**config.mk**
```make
export PLATFORM = sky130hd
export DESIGN_NAME = blk_uop_seq
export DESIGN_NICKNAME = d
export VERILOG_FILES = /design/src/rtl/blk_uop_seq_pkg.sv /design/src/rtl/blk_uop_seq_ctrl.sv /design/src/rtl/blk_uop_seq_dp.sv /design/src/rtl/blk_uop_seq.sv
export SDC_FILE = /design/constraint.sdc
export NUM_CORES = 1
export LEC_CHECK = 0
export ABC_AREA = 1
export BUFFER_PORTS_ARGS = -buffer_cell sky130_fd_sc_hd__buf_2
export CORE_MARGIN = 1
export CORE_UTILIZATION = 35
export DETAILED_ROUTE_END_ITERATION = 10
export MAX_ROUTING_LAYER = met4
export PLACE_DENSITY = 0.53
export REMOVE_ABC_BUFFERS = 1
export SLEW_MARGIN = 5
export SYNTH_ARGS = -nofsm -noshare
export SYNTH_HDL_FRONTEND = slang
export SYNTH_HIERARCHICAL = 1
export SYNTH_SLANG_ARGS = --single-unit
```
**constraint.sdc**
```tcl
create_clock -name clk -period 4.14 [get_ports clk]
set_input_delay 0.414 -clock clk [delete_from_list [all_inputs] [get_ports clk]]
set_output_delay 0.414 -clock clk [all_outputs]
set_load 0.03 [all_outputs]
```
**src/rtl/blk_uop_seq_pkg.sv**
```systemverilog
package blk_uop_seq_pkg;
  typedef enum logic [1:0] {
    FLT_NONE  = 2'd0,
    FLT_PRIV  = 2'd1,
    FLT_ALIGN = 2'd2
  } faultKind_e;

  typedef struct packed {
    logic load;    // capture the instruction
    logic active;  // a micro-op is being presented
  } ctrlStrobe_t;
endpackage

```
**src/rtl/blk_uop_seq_ctrl.sv**
```systemverilog
module blk_uop_seq_ctrl
  import blk_uop_seq_pkg::*;
#(
  parameter int UOP_N = 8,
  localparam int CNT_W = $clog2(UOP_N)
) (
  input  logic             clk,
  input  logic             rstN,
  input  logic             inValid,
  input  logic             faultNow,
  input  logic             uopReady,
  output logic             inReady,
  output logic             uopValid,
  output logic             faultValid,
  output logic [CNT_W-1:0] cnt,
  output ctrlStrobe_t      strobe
);
  localparam logic [CNT_W-1:0] LastCnt = CNT_W'(UOP_N - 1);

  typedef enum logic [1:0] {S_IDLE, S_ISSUE, S_FAULT} state_e;
  state_e state;

  logic accept;
  assign accept = inValid && (state == S_IDLE);

  always_ff @(posedge clk) begin
    if (!rstN) begin
      state <= S_IDLE;
      cnt   <= '0;
    end else begin
      case (state)
        S_IDLE: if (accept) begin
          state <= faultNow ? S_FAULT : S_ISSUE;
          cnt   <= '0;
        end
        S_ISSUE: if (uopReady) begin
          if (cnt == LastCnt) state <= S_IDLE;
          cnt <= cnt + 1'b1;
        end
        default: state <= S_IDLE;
      endcase
    end
  end

  assign inReady       = (state == S_IDLE);
  assign uopValid      = (state == S_ISSUE);
  assign faultValid    = (state == S_FAULT);
  assign strobe.load   = accept;
  assign strobe.active = (state == S_ISSUE);
endmodule

```
**src/rtl/blk_uop_seq_dp.sv**
```systemverilog
module blk_uop_seq_dp
  import blk_uop_seq_pkg::*;
#(
  parameter int          ADDR_W     = 64,
  parameter int          REG_W      = 6,
  parameter int          IMM_W      = 13,
  parameter int          ASI_W      = 8,
  parameter int          UOP_N      = 8,
  parameter int          STEP_BYTES = 8,
  parameter int          REG_STRIDE = 2,
  parameter int          ALIGN_LOG2 = 6,
  parameter logic [7:0]  ASI_OPEN   = 8'h80,
  localparam int         CNT_W      = $clog2(UOP_N)
) (
  input  logic              clk,
  input  logic              rstN,
  input  ctrlStrobe_t       strobe,
  input  logic [CNT_W-1:0]  cnt,
  input  logic              inIsStore,
  input  logic              inUseImm,
  input  logic [ADDR_W-1:0] inBase,
  input  logic [ADDR_W-1:0] inIndex,
  input  logic [IMM_W-1:0]  inImm,
  input  logic [REG_W-1:0]  inReg,
  input  logic              inPriv,
  input  logic [ASI_W-1:0]  inAsi,
  output logic              faultNow,
  output logic [ADDR_W-1:0] uopAddr,
  output logic [REG_W-1:0]  uopReg,
  output logic              uopIsStore,
  output logic              uopFirst,
  output logic              uopLast,
  output logic              uopDelay,
  output faultKind_e        faultKind
);
  localparam logic [CNT_W-1:0] LastCnt = CNT_W'(UOP_N - 1);

  logic [ADDR_W-1:0] immExt, eaNow, baseEa;
  logic [REG_W-1:0]  baseReg;
  logic              alignBad, privBad;
  faultKind_e        kindNow;

  assign immExt   = {{(ADDR_W-IMM_W){inImm[IMM_W-1]}}, inImm};
  assign eaNow    = inBase + (inUseImm ? immExt : inIndex);
  assign alignBad = |eaNow[ALIGN_LOG2-1:0];
  assign privBad  = !inPriv && (inAsi < ASI_W'(ASI_OPEN));

  // alignment is evaluated last and therefore wins
  always_comb begin
    kindNow = FLT_NONE;
    if (privBad)  kindNow = FLT_PRIV;
    if (alignBad) kindNow = FLT_ALIGN;
  end
  assign faultNow = (kindNow != FLT_NONE);

  always_ff @(posedge clk) begin
    if (!rstN) begin
      baseEa     <= '0;
      baseReg    <= '0;
      uopIsStore <= 1'b0;
      faultKind  <= FLT_NONE;
    end else if (strobe.load) begin
      baseEa     <= eaNow;
      baseReg    <= inReg;
      uopIsStore <= inIsStore;
      faultKind  <= kindNow;
    end
  end

  assign uopAddr  = baseEa + ADDR_W'(cnt) * ADDR_W'(STEP_BYTES);
  assign uopReg   = baseReg + REG_W'(cnt) * REG_W'(REG_STRIDE);
  assign uopFirst = strobe.active && (cnt == '0);
  assign uopLast  = strobe.active && (cnt == LastCnt);
  assign uopDelay = strobe.active && (cnt != LastCnt);
endmodule

```
**src/rtl/blk_uop_seq.sv**
```systemverilog
module blk_uop_seq
  import blk_uop_seq_pkg::*;
#(
  parameter int ADDR_W = 64,
  parameter int REG_W  = 6
) (
  input  logic              clk,
  input  logic              rstN,
  input  logic              inValid,
  output logic              inReady,
  input  logic              inIsStore,
  input  logic              inUseImm,
  input  logic [ADDR_W-1:0] inBase,
  input  logic [ADDR_W-1:0] inIndex,
  input  logic [12:0]       inImm,
  input  logic [REG_W-1:0]  inReg,
  input  logic              inPriv,
  input  logic [7:0]        inAsi,
  output logic              uopValid,
  input  logic              uopReady,
  output logic [2:0]        uopNum,
  output logic [ADDR_W-1:0] uopAddr,
  output logic [REG_W-1:0]  uopReg,
  output logic              uopIsStore,
  output logic              uopFirst,
  output logic              uopLast,
  output logic              uopDelay,
  output logic              faultValid,
  output logic [1:0]        faultCode
);
  ctrlStrobe_t strobe;
  logic [2:0]  cnt;
  logic        faultNow;
  faultKind_e  faultKind;

  blk_uop_seq_ctrl #(.UOP_N(8)) ctrlI (
    .clk(clk), .rstN(rstN), .inValid(inValid), .faultNow(faultNow),
    .uopReady(uopReady), .inReady(inReady), .uopValid(uopValid),
    .faultValid(faultValid), .cnt(cnt), .strobe(strobe)
  );

  blk_uop_seq_dp #(.ADDR_W(ADDR_W), .REG_W(REG_W), .UOP_N(8)) dpI (
    .clk(clk), .rstN(rstN), .strobe(strobe), .cnt(cnt),
    .inIsStore(inIsStore), .inUseImm(inUseImm), .inBase(inBase),
    .inIndex(inIndex), .inImm(inImm), .inReg(inReg), .inPriv(inPriv),
    .inAsi(inAsi), .faultNow(faultNow), .uopAddr(uopAddr),
    .uopReg(uopReg), .uopIsStore(uopIsStore), .uopFirst(uopFirst),
    .uopLast(uopLast), .uopDelay(uopDelay), .faultKind(faultKind)
  );

  assign uopNum    = cnt;
  assign faultCode = faultValid ? faultKind : FLT_NONE;
endmodule

```
# Word-level counts from Yosys, hierarchy flattened
# Index checks and enable logic that the tools add are counted.
[word_totals]
reg_bits = 78
input_bits = 162
out_inout_bits = 82
word_cells = 43
[classes]
addsub = 4
n_lt_le_gt_ge = 1
eq_ne = 7
mux = 12
reduce_logical = 13
[op_table]
columns = ["cell", "count"]
rows = [
  ["adder 64 x 6 -> 64 bit", 1],
  ["adder 64 bit", 1],
  ["two-way mux 64 bit", 1],
  ["two-way mux 2 bit", 6],
  ["less-than comparator 8 bit (second input constant)", 1],
  ["adder 6 x 4 -> 6 bit", 1],
  ["two-way mux 3 bit", 2],
  ["inequality test 2 x 1 -> 1 bit (second input constant)", 3],
  ["case mux 3 bit (2 select lines)", 1],
  ["AND reduction 3 bit", 2],
  ["OR reduction 6 bit", 1],
  ["logical AND 1 bit", 5],
  ["case mux 2 bit (2 select lines)", 1],
  ["nonzero test 2 bit", 2],
  ["adder 3 x 1 -> 3 bit (second input constant)", 1],
  ["== test 3 bit (second input constant)", 1],
  ["zero test 3 bit", 1],
  ["inequality test 3 bit (second input constant)", 1],
  ["== test 2 x 1 -> 1 bit (second input constant)", 1],
  ["== test 2 bit (second input constant)", 1],
  ["zero test 2 bit", 1],
  ["zero test 1 bit", 1],
  ["two-way mux 1 bit", 1],
]

# Depth between registers and ports, before layout
# Gate-level depths: netlist of run 1.
[depth]
depth_word = 8
ltp_mapped = 21
depth_no_buf = 19

# Cells and area by module
# The synthesis of run 1 kept the hierarchy.
[modules_own_cells]
columns = ["mod", "instances", "cells_each", "area_per_inst_um2"]
rows = [
  ["blk_uop_seq_dp", 1, 2147, 11143.2],
  ["blk_uop_seq_ctrl", 1, 42, 296.5],
  ["blk_uop_seq", 1, 4, 15.0],
]

# Worst setup path before layout of run 1
# No wires, ideal clock.
[synth_timing]
path_kind = "register -> output"
startpoint = "reg ctrlI.cnt[0]"
endpoint = "out uopAddr[47]"
t_arrival_ns = 2.708
slack_ns = 1.018
stages_incl_launch_ff = 15
cell_sequence = "dfxtp_1 -> ha_1 -> inv_1 -> fa_1 -> inv_1 -> nand2_1 -> nand2_1 -> nand3_2 -> nor2_4 -> nand4_2 -> inv_2 -> nand2_1 -> nor2_2 -> nand3_2 -> xor2_1"
[synth_between]
elab_chain_cells = 1
[synth_lines]
columns = ["item", "line", "source"]
rows = [
  ["from (decl)", "blk_uop_seq_ctrl.sv:15", "output logic [CNT_W-1:0] cnt,"],
  ["from (signal assigned)", "blk_uop_seq_ctrl.sv:38", "cnt <= cnt + 1'b1;"],
  ["adder 64 x 6 -> 64 bit", "blk_uop_seq_dp.sv:70", "assign uopAddr = baseEa + ADDR_W'(cnt) * ADDR_W'(STEP_BYTES);"],
  ["to (decl)", "blk_uop_seq.sv:22", "output logic [ADDR_W-1:0] uopAddr,"],
]
# Every way passes these cells.

# Worst setup path in the final report of run 1
[layout_timing]
startpoint = "reg ctrlI.cnt[0]"
endpoint = "out uopAddr[37]"
# Same word-level chain as after synthesis.

==> results.py, run 1 <==
metrics = {
    "worst_setup_path": {
        "slowest_stage": "dfxtp_1",
        "crit_path_end_kind": "primary output",
        "slowest_delay_ps": 480,
        "path_class": "flop to primary output",
        "path_delay_family": "simple AND/OR/NAND/NOR gates",
        "cp.required_ps": 3730,
        "crit_fanout": 8,
        "crit_chain": "ha_1, inv_1, fa_1, inv_1, nand2_1, nand2_1, nand3_2, nor2_4, nand3_1, nor4_1, nand3_1, xor2_1, buf_2",
        "cp-start-kind": "flop",
        "ff2ff_setup_slack_ps": 1910,
        "crit_buf_inv": 3,
        "cp.arrival_ps": 3280,
    },
    "layout": {
        "stdcell_count": 2850,
        "fin_area_sq_um": 13390,
        "drive_above_1_share_pct": 12.63,
        "n_antenna_cell": 0,
        "finalNetCount": 2646,
        "area_growth_pct": 16.88,
        "n_fill_cell": 3799,
        "fin_util_pct": 41.99,
    },
    "power": {
        "finalPower_mw": 3.781,
        "switching_share_pct": 49.68,
        "p_leak_nw": 8.233,
        "intPower_mw": 1.902,
        "switchingPower_mw": 1.878,
        "seq_power_share_pct": 25.9,
        "irDropWorstVdd_mv": 0.1616,
        "powerDensity_nw_per_um2": 282.4,
        "p_comb_share_pct": 53.8,
        "p_clk_share_pct": 20.3,
    },
    "sta": {
        "fin_tns_setup_ps": 0,
        "post-route-min-period_ps": 3690,
        "fin_crit_sh_pct": 89.14,
        "maxSlewViolCount": 0,
        "hold_viol": 0,
        "slew_headroom_pct": 22.77,
        "tightestPinTransition_ps": 1158,
        "fmax_mhz": 271.0,
        "fin_ws_ps": 449.7,
        "fin_hold_ws_ps": 297.6,
        "grt_setup_unrepaired": "false",
        "finalSetupViolCount": 0,
        "skew_ps": 7.672,
    },
    "detailed_routing": {
        "dr.pass1.iters": 5,
        "wire_per_inst_um": 14.83,
        "totalWireLength_um": 42250,
        "route.detailed.drc": 0,
        "ant_nets": 0,
        "drt_iter0_drc": 781,
        "viasPerCell": 4.576,
        "vias": 13040,
    },
    "clock_network": {
        "cts_setup_buffers": 0,
        "post_cts_resized": 0,
        "cts_buffer_depth": 2,
        "cts_buffers": 9,
        "cts_hold_buf": 0,
        "cts-root-buf": "clkbuf_16",
        "clock-sinks": 78,
        "clock_latency_ps": 350,
        "htreeDepth": 3,
        "cts_tree": "yes",
        "clk_pin_slew_ps": 70,
    },
    "die": {
        "design.core.area_sq_um": 31880,
        "die_w_um": 182.9,
        "die-area_sq_um": 33460,
        "num_rows": 65,
        "die_h_um": 182.9,
        "top_level_ports": 244,
        "start_util_pct": 35.93,
    },
    "synth": {
        "synthesis.area_sq_um": 11450,
        "avgSynthCellArea_sq_um": 5.223,
        "synth_cell_type_count": 33,
        "ys_warn_count": 6,
        "synth_seq_cells": 78,
        "ys_seq_area_share_pct": 13.63,
        "synthCells": 2193,
    },
    "worst_hold_path": {
        "hp-class": "primary input to flop",
    },
    "grt": {
        "track_usage_pct": 25.90,
        "grt_pass1_vias": 11910,
        "antenna_found_initial": 0,
        "grt_max_degree": 71,
        "gr-total-overflow": 0,
        "grt_pass1_wl_um": 65070,
    },
    "job": {
        "drv_cap": 0,
    },
    "place": {
        "placedCellCount": 2834,
        "gp_congestion": 0.9154,
        "hpwl_um": 36960,
        "place_area_sq_um": 13110,
        "pre_cts_ws_ps": 589.2,
        "port_buffers": 236,
    },
    "outcome": {
        "status": "finished clean",
    },
}
synth_stat cells:
library cell	instances	area share (%)
nand2_1	716	23
inv_1	542	18
nor2_1	215	7.0
nand3_1	97	4.2
a21oi_1	94	4.1
o21ai_0	93	4.1
xor2_1	85	6.5
dfxtp_1	78	14
ha_1	71	7.8
nor3_1	40	1.7
clkbuf_1	33	1.1
nand4_1	32	1.7
o21ai_1	16	0.70
nor4_1	14	0.76
mux2_2	12	1.2
buf_4	6	0.39
inv_2	6	0.20
nor3_2	6	0.52
xnor2_1	6	0.46
nand3_2	5	0.44
nor2_2	5	0.27
clkinv_1	3	0.098
fa_1	3	0.52
nand2_2	2	0.11
nor2_4	2	0.20
nor3_4	2	0.28
o211ai_1	2	0.13
o21bai_1	2	0.13
a21boi_2	1	0.098
buf_1	1	0.033
nand3_4	1	0.15
nand4_2	1	0.11
nor3b_1	1	0.066
layout by cell type, fill, tap and decap left out, types with 3 or more instances in the layout:
cell type / instances
nor4_1: 14
fa_1: 3
nor3_2: 6
ha_1: 71
inv_2: 6
clkbuf_16: 9
o21ai_0: 93
nand3_1: 97
buf_4: 8
nand3_2: 5
dfxtp_1: 78
a21oi_1: 94
buf_2: 236
nor2_1: 215
inv_1: 542
mux2_2: 12
nor3_1: 40
nand4_1: 32
xor2_1: 85
clkinv_1: 3
nand2_1: 716
inv_6: 3
o21ai_1: 16
nor2_2: 5
xnor2_1: 6
per-layer routing:
layer / vias to the layer above / global-route usage, % / part of all wire [%]
met5: - / - / 0
met4: 0 / 5.400 / 1.5
met3: 30 / 2.363 / 4.8
met2: 341 / 40.15 / 43
met1: 5659 / 36.43 / 51
li1: 7012 / - / -
final cells by class:
class / instances / area [sq um] / share of cell area, %
multi-input cells: 1524 / 7652 / 57.16
inverters: 551 / 2068 / 15.45
repair buffers: 246 / 1281 / 9.570
clock inverters: 7 / 55.05 / 0.4112
flip-flops and latches: 78 / 1562 / 11.66
clock buffers: 9 / 225.2 / 1.682
well taps: 435 / 544.3 / 4.065
tightest hold or removal path: stages:
cell	delay, ps
buf_2	70
nor2_1	30
nor2_1	80
cells by family (layout without fill, tap and decap cells):
group | Yosys count | count (layout) | share of synthesized area (%)
XOR/XNOR | 91 | 91 | 6.958
flip-flops | 78 | 78 | 13.63
AO/OA/AOI/OAI | 208 | 208 | 9.230
adder cells (fa/ha/maj) | 74 | 74 | 8.280
AND/OR/NAND/NOR | 1139 | 1139 | 41.16
buffers and inverters | 591 | 813 | 19.56
multiplexers | 12 | 12 | 1.180
state kept, by name, summed over array words and instances (netlist names):
| register | flops |
|---|---|
| ctrlI/state | 2 |
| ctrlI/cnt | 3 |
| dpI/faultKind | 2 |
| dpI/uopIsStore | 1 |
| dpI/baseEa | 64 |
| dpI/baseReg | 6 |
power groups by stage:
stage,registers (mW),clock network (mW),logic [mW]
6_report,0.980,0.768,2.03
5_1_grt,0.996,0.816,2.27
3_3_place_gp,0.994,0,2.03
4_1_cts,0.979,0.791,2.04
3_5_place_dp,0.996,0,2.03
2_1_floorplan,0.972,0,1.35
worst paths after layout:
check / from / to / depth (start not counted)
setup / recovery: ctrlI/cnt[0] / uopAddr[37] / 13
hold / removal: inIsStore / dpI/uopIsStore / 3
setup reg to reg: ctrlI/state[0] / dpI/baseEa[50] / 8
hold reg to reg: dpI/faultKind[0] / dpI/faultKind[0] / 2
(Power assumes the default switching activity.)
==> run 2: changes to the inputs <==
Settings changed: ABC_AREA 1 to unset, PLACE_DENSITY 0.53 to 0.56.
==> run 2 against run 1 <==
  * Fmax fell by 1.9%
  * Clock power rose by 5.1%
  * Final cell count fell by 40%
  * Combinational power fell by 26%
  * Clock skew fell by 2.0 ps
  * Worst hold slack got worse by 19 ps
  * Via count fell by 32%
  * Global-route usage fell by 2.9 points
  * Worst setup slack got worse by 72 ps
  * Register-to-register slack got worse by 30 ps
  * Final area fell by 23%
  * Non-clock buffer count rose by 21
  * Highest routed layer unchanged
==> results.py, run 2 <==
metrics = {
    "worst_setup_path": {
        "cp-start-kind": "flop",
        "crit_buf_inv": 5,
        "crit_chain": "ha_1, inv_1, fa_1, inv_1, a21o_1, nor2b_1, buf_4, and3_1, buf_4, nand2_1, nor3_1, xor2_1, buf_2",
        "slowest_stage": "dfxtp_1",
        "r2r-end": "dpI/baseEa[60]",
        "critPathLaunch": "ctrlI/cnt[0]",
        "ff2ff_setup_slack_ps": 1880,
        "cp.arrival_ps": 3350,
        "r2r_cells": 6,
        "slowest_delay_ps": 490,
        "path_class": "flop to primary output",
        "path_delay_family": "simple AND/OR/NAND/NOR gates",
        "rr_startpoint": "ctrlI/state[0]",
        "crit_fanout": 8,
        "crit_path_end_kind": "primary output",
        "cp.required_ps": 3730,
    },
    "power": {
        "p_leak_nw": 4.975,
        "powerDensity_nw_per_um2": 312.8,
        "irDropWorstVdd_mv": 0.1675,
    },
    "layout": {
        "fin_util_pct": 43.80,
        "finalNetCount": 1619,
        "n_fill_cell": 2557,
        "final_common_cell": "buf_2",
        "area_growth_pct": 22.30,
        "multi_input_area_sq_um": 6330,
        "largest_register_ffs": 64,
        "regArea_sq_um": 1562,
        "top_register": "dpI/baseEa",
        "drive_above_1_share_pct": 22.13,
        "final_cell_mix": "236 x buf_2, 121 x o21ai_0, 120 x nand2_1, 93 x a21oi_1, 85 x xnor2_1",
        "top_regs": "dpI/baseEa x64, dpI/baseReg x6, ctrlI/cnt x3",
    },
    "synth": {
        "synth_top_area_share_pct": 18.46,
        "synth_ff_type": "dfxtp_1",
        "synth_seq_cells": 78,
        "synth_cell_type_count": 65,
        "synthesis.area_sq_um": 8457,
        "yosysTopAreaCell": "dfxtp_1",
        "synth_common_cells": "121 x o21ai_0, 120 x nand2_1, 93 x a21oi_1",
        "yosysMostFrequentCell": "o21ai_0",
        "avgSynthCellArea_sq_um": 7.253,
        "synth_edf_count": 0,
        "ys_async_sr_fraction_pct": 0,
        "synthTopCellsByArea": "dfxtp_1 18%, ha_1 11%, xnor2_1 8.8%",
        "synthCells": 1166,
        "ys_seq_area_share_pct": 18.46,
        "ys_warn_count": 6,
    },
    "grt": {
        "track_usage_pct": 22.98,
        "grt_max_degree": 60,
        "antenna_found_initial": 1,
        "gr-total-overflow": 0,
        "grt_pass1_wl_um": 42790,
        "grt_pass1_vias": 8071,
    },
    "clock_network": {
        "post_cts_resized": 0,
        "cts_buffer_depth": 2,
        "htreeDepth": 3,
        "cts_hold_buf": 0,
        "cts_tree": "yes",
        "cts_setup_buffers": 0,
        "cts_buffers": 9,
        "clock_latency_ps": 340,
        "clk_pin_slew_ps": 60,
        "cts-root-buf": "clkbuf_16",
        "clock-sinks": 78,
    },
    "die": {
        "top_level_ports": 244,
        "die_w_um": 157.4,
        "die-area_sq_um": 24790,
        "design.core.area_sq_um": 23610,
        "die_h_um": 157.4,
        "start_util_pct": 35.81,
        "num_rows": 56,
    },
    "sta": {
        "maxSlewViolCount": 0,
        "tightestPinTransition_ps": 852.6,
        "slew_headroom_pct": 43.05,
        "finalSetupViolCount": 0,
        "fin_crit_sh_pct": 90.88,
        "fin_tns_setup_ps": 0,
        "skew_ps": 5.633,
        "grt_setup_unrepaired": "false",
        "fmax_mhz": 265.8,
        "hold_viol": 0,
        "post-route-min-period_ps": 3762,
        "fin_ws_ps": 377.7,
    },
    "job": {
        "drv_cap": 0,
    },
    "detailed_routing": {
        "wl_met1_um": 14220,
        "vias": 8873,
        "drt_iter0_drc": 605,
        "route.detailed.drc": 0,
        "dr.pass1.iters": 5,
        "ant_nets": 0,
        "wire_per_inst_um": 16.40,
        "viasPerCell": 5.198,
        "top_layer": "met4",
        "wl_met3_um": 1139,
        "wl_met2_um": 12250,
        "totalWireLength_um": 27990,
    },
    "outcome": {
        "status": "finished clean",
    },
    "place": {
        "port_buffers": 236,
        "hpwl_um": 22790,
        "pre_cts_ws_ps": 166.9,
        "gp_congestion": 0.9047,
    },
    "worst_hold_path": {
        "hold_end": "ctrlI/state[0]",
        "hp-class": "primary input to flop",
        "hold_depth": 2,
        "min_from": "uopReady",
    },
}
[run 2: report_power, final]
part	switching, mW	total (mW)	internal (mW)
registers	0.0911	0.930	0.839
clock network	0.344	0.807	0.463
logic	0.914	1.50	0.584
total	1.35	3.24	1.89
[run 2: how the worst max path moves through the flow]
stage | end | slack, ps | cells after the start
after floorplan | dpI/baseEa[60] | 230 | 5
after global placement | dpI/baseEa[56] | 180 | 13
after detailed placement | dpI/baseEa[56] | 170 | 13
after CTS | uopAddr[41] | 370 | 13
after global routing | uopAddr[52] | 140 | 9
final | uopAddr[41] | 380 | 13
[run 2: worst register-to-register path: stages (launching register included)]
cell and delay [ps]:
dfxtp_1 360, nor2_1 120, and2_2 520, nand2_1 280, buf_4 290, or4_1 530
nand3_1 100
[run 2: cells by family after synthesis]
| logic type | count (synthesis) | share of synthesized area (%) |
|---|---|---|
| muxes | 47 | 5.755 |
| xor gates and xnor gates | 115 | 11.91 |
| DFF | 78 | 18.46 |
| buffers and inverters | 144 | 6.702 |
| and+or+nand+nor | 380 | 22.50 |
| adders and majority gates | 74 | 11.21 |
| AOI/OAI and AO/OA | 328 | 23.45 |
[run 2: cell type report]
| cell class | instances | share of cell area [%] |
|---|---|---|
| Multi-Input combinational cell | 944 | 61.20 |
| Sequential cell | 78 | 15.10 |
| Timing Repair Buffer | 267 | 14.03 |
| Tap cell | 319 | 3.859 |
| Inverter | 83 | 3.012 |
| Clock buffer | 9 | 2.178 |
| Clock inverter | 6 | 0.5928 |
| Antenna cell | 1 | 0.02420 |
[run 2: through the flow]
step | std cells | hold WS (ps) | area [sq um] | power (mW)
after CTS | 1706 | 265.5 | 10340 | 3.247
after global placement | 1691 | 461.1 | 10050 | 2.421
after detailed placement | 1691 | 467.3 | 10050 | 2.427
final | 1707 | 278.4 | 10340 | 3.235
after global routing | 1707 | 280.1 | 10340 | 3.432
after floorplan | 1105 | 439.1 | 8202 | 1.937
[run 2: layer usage]
metal / global-route usage, % / vias up
li1: - / 4539
met1: 32.31 / 4091
met2: 34.66 / 222
met3: 3.221 / 21
met4: 4.669 / 0
met5: - / -
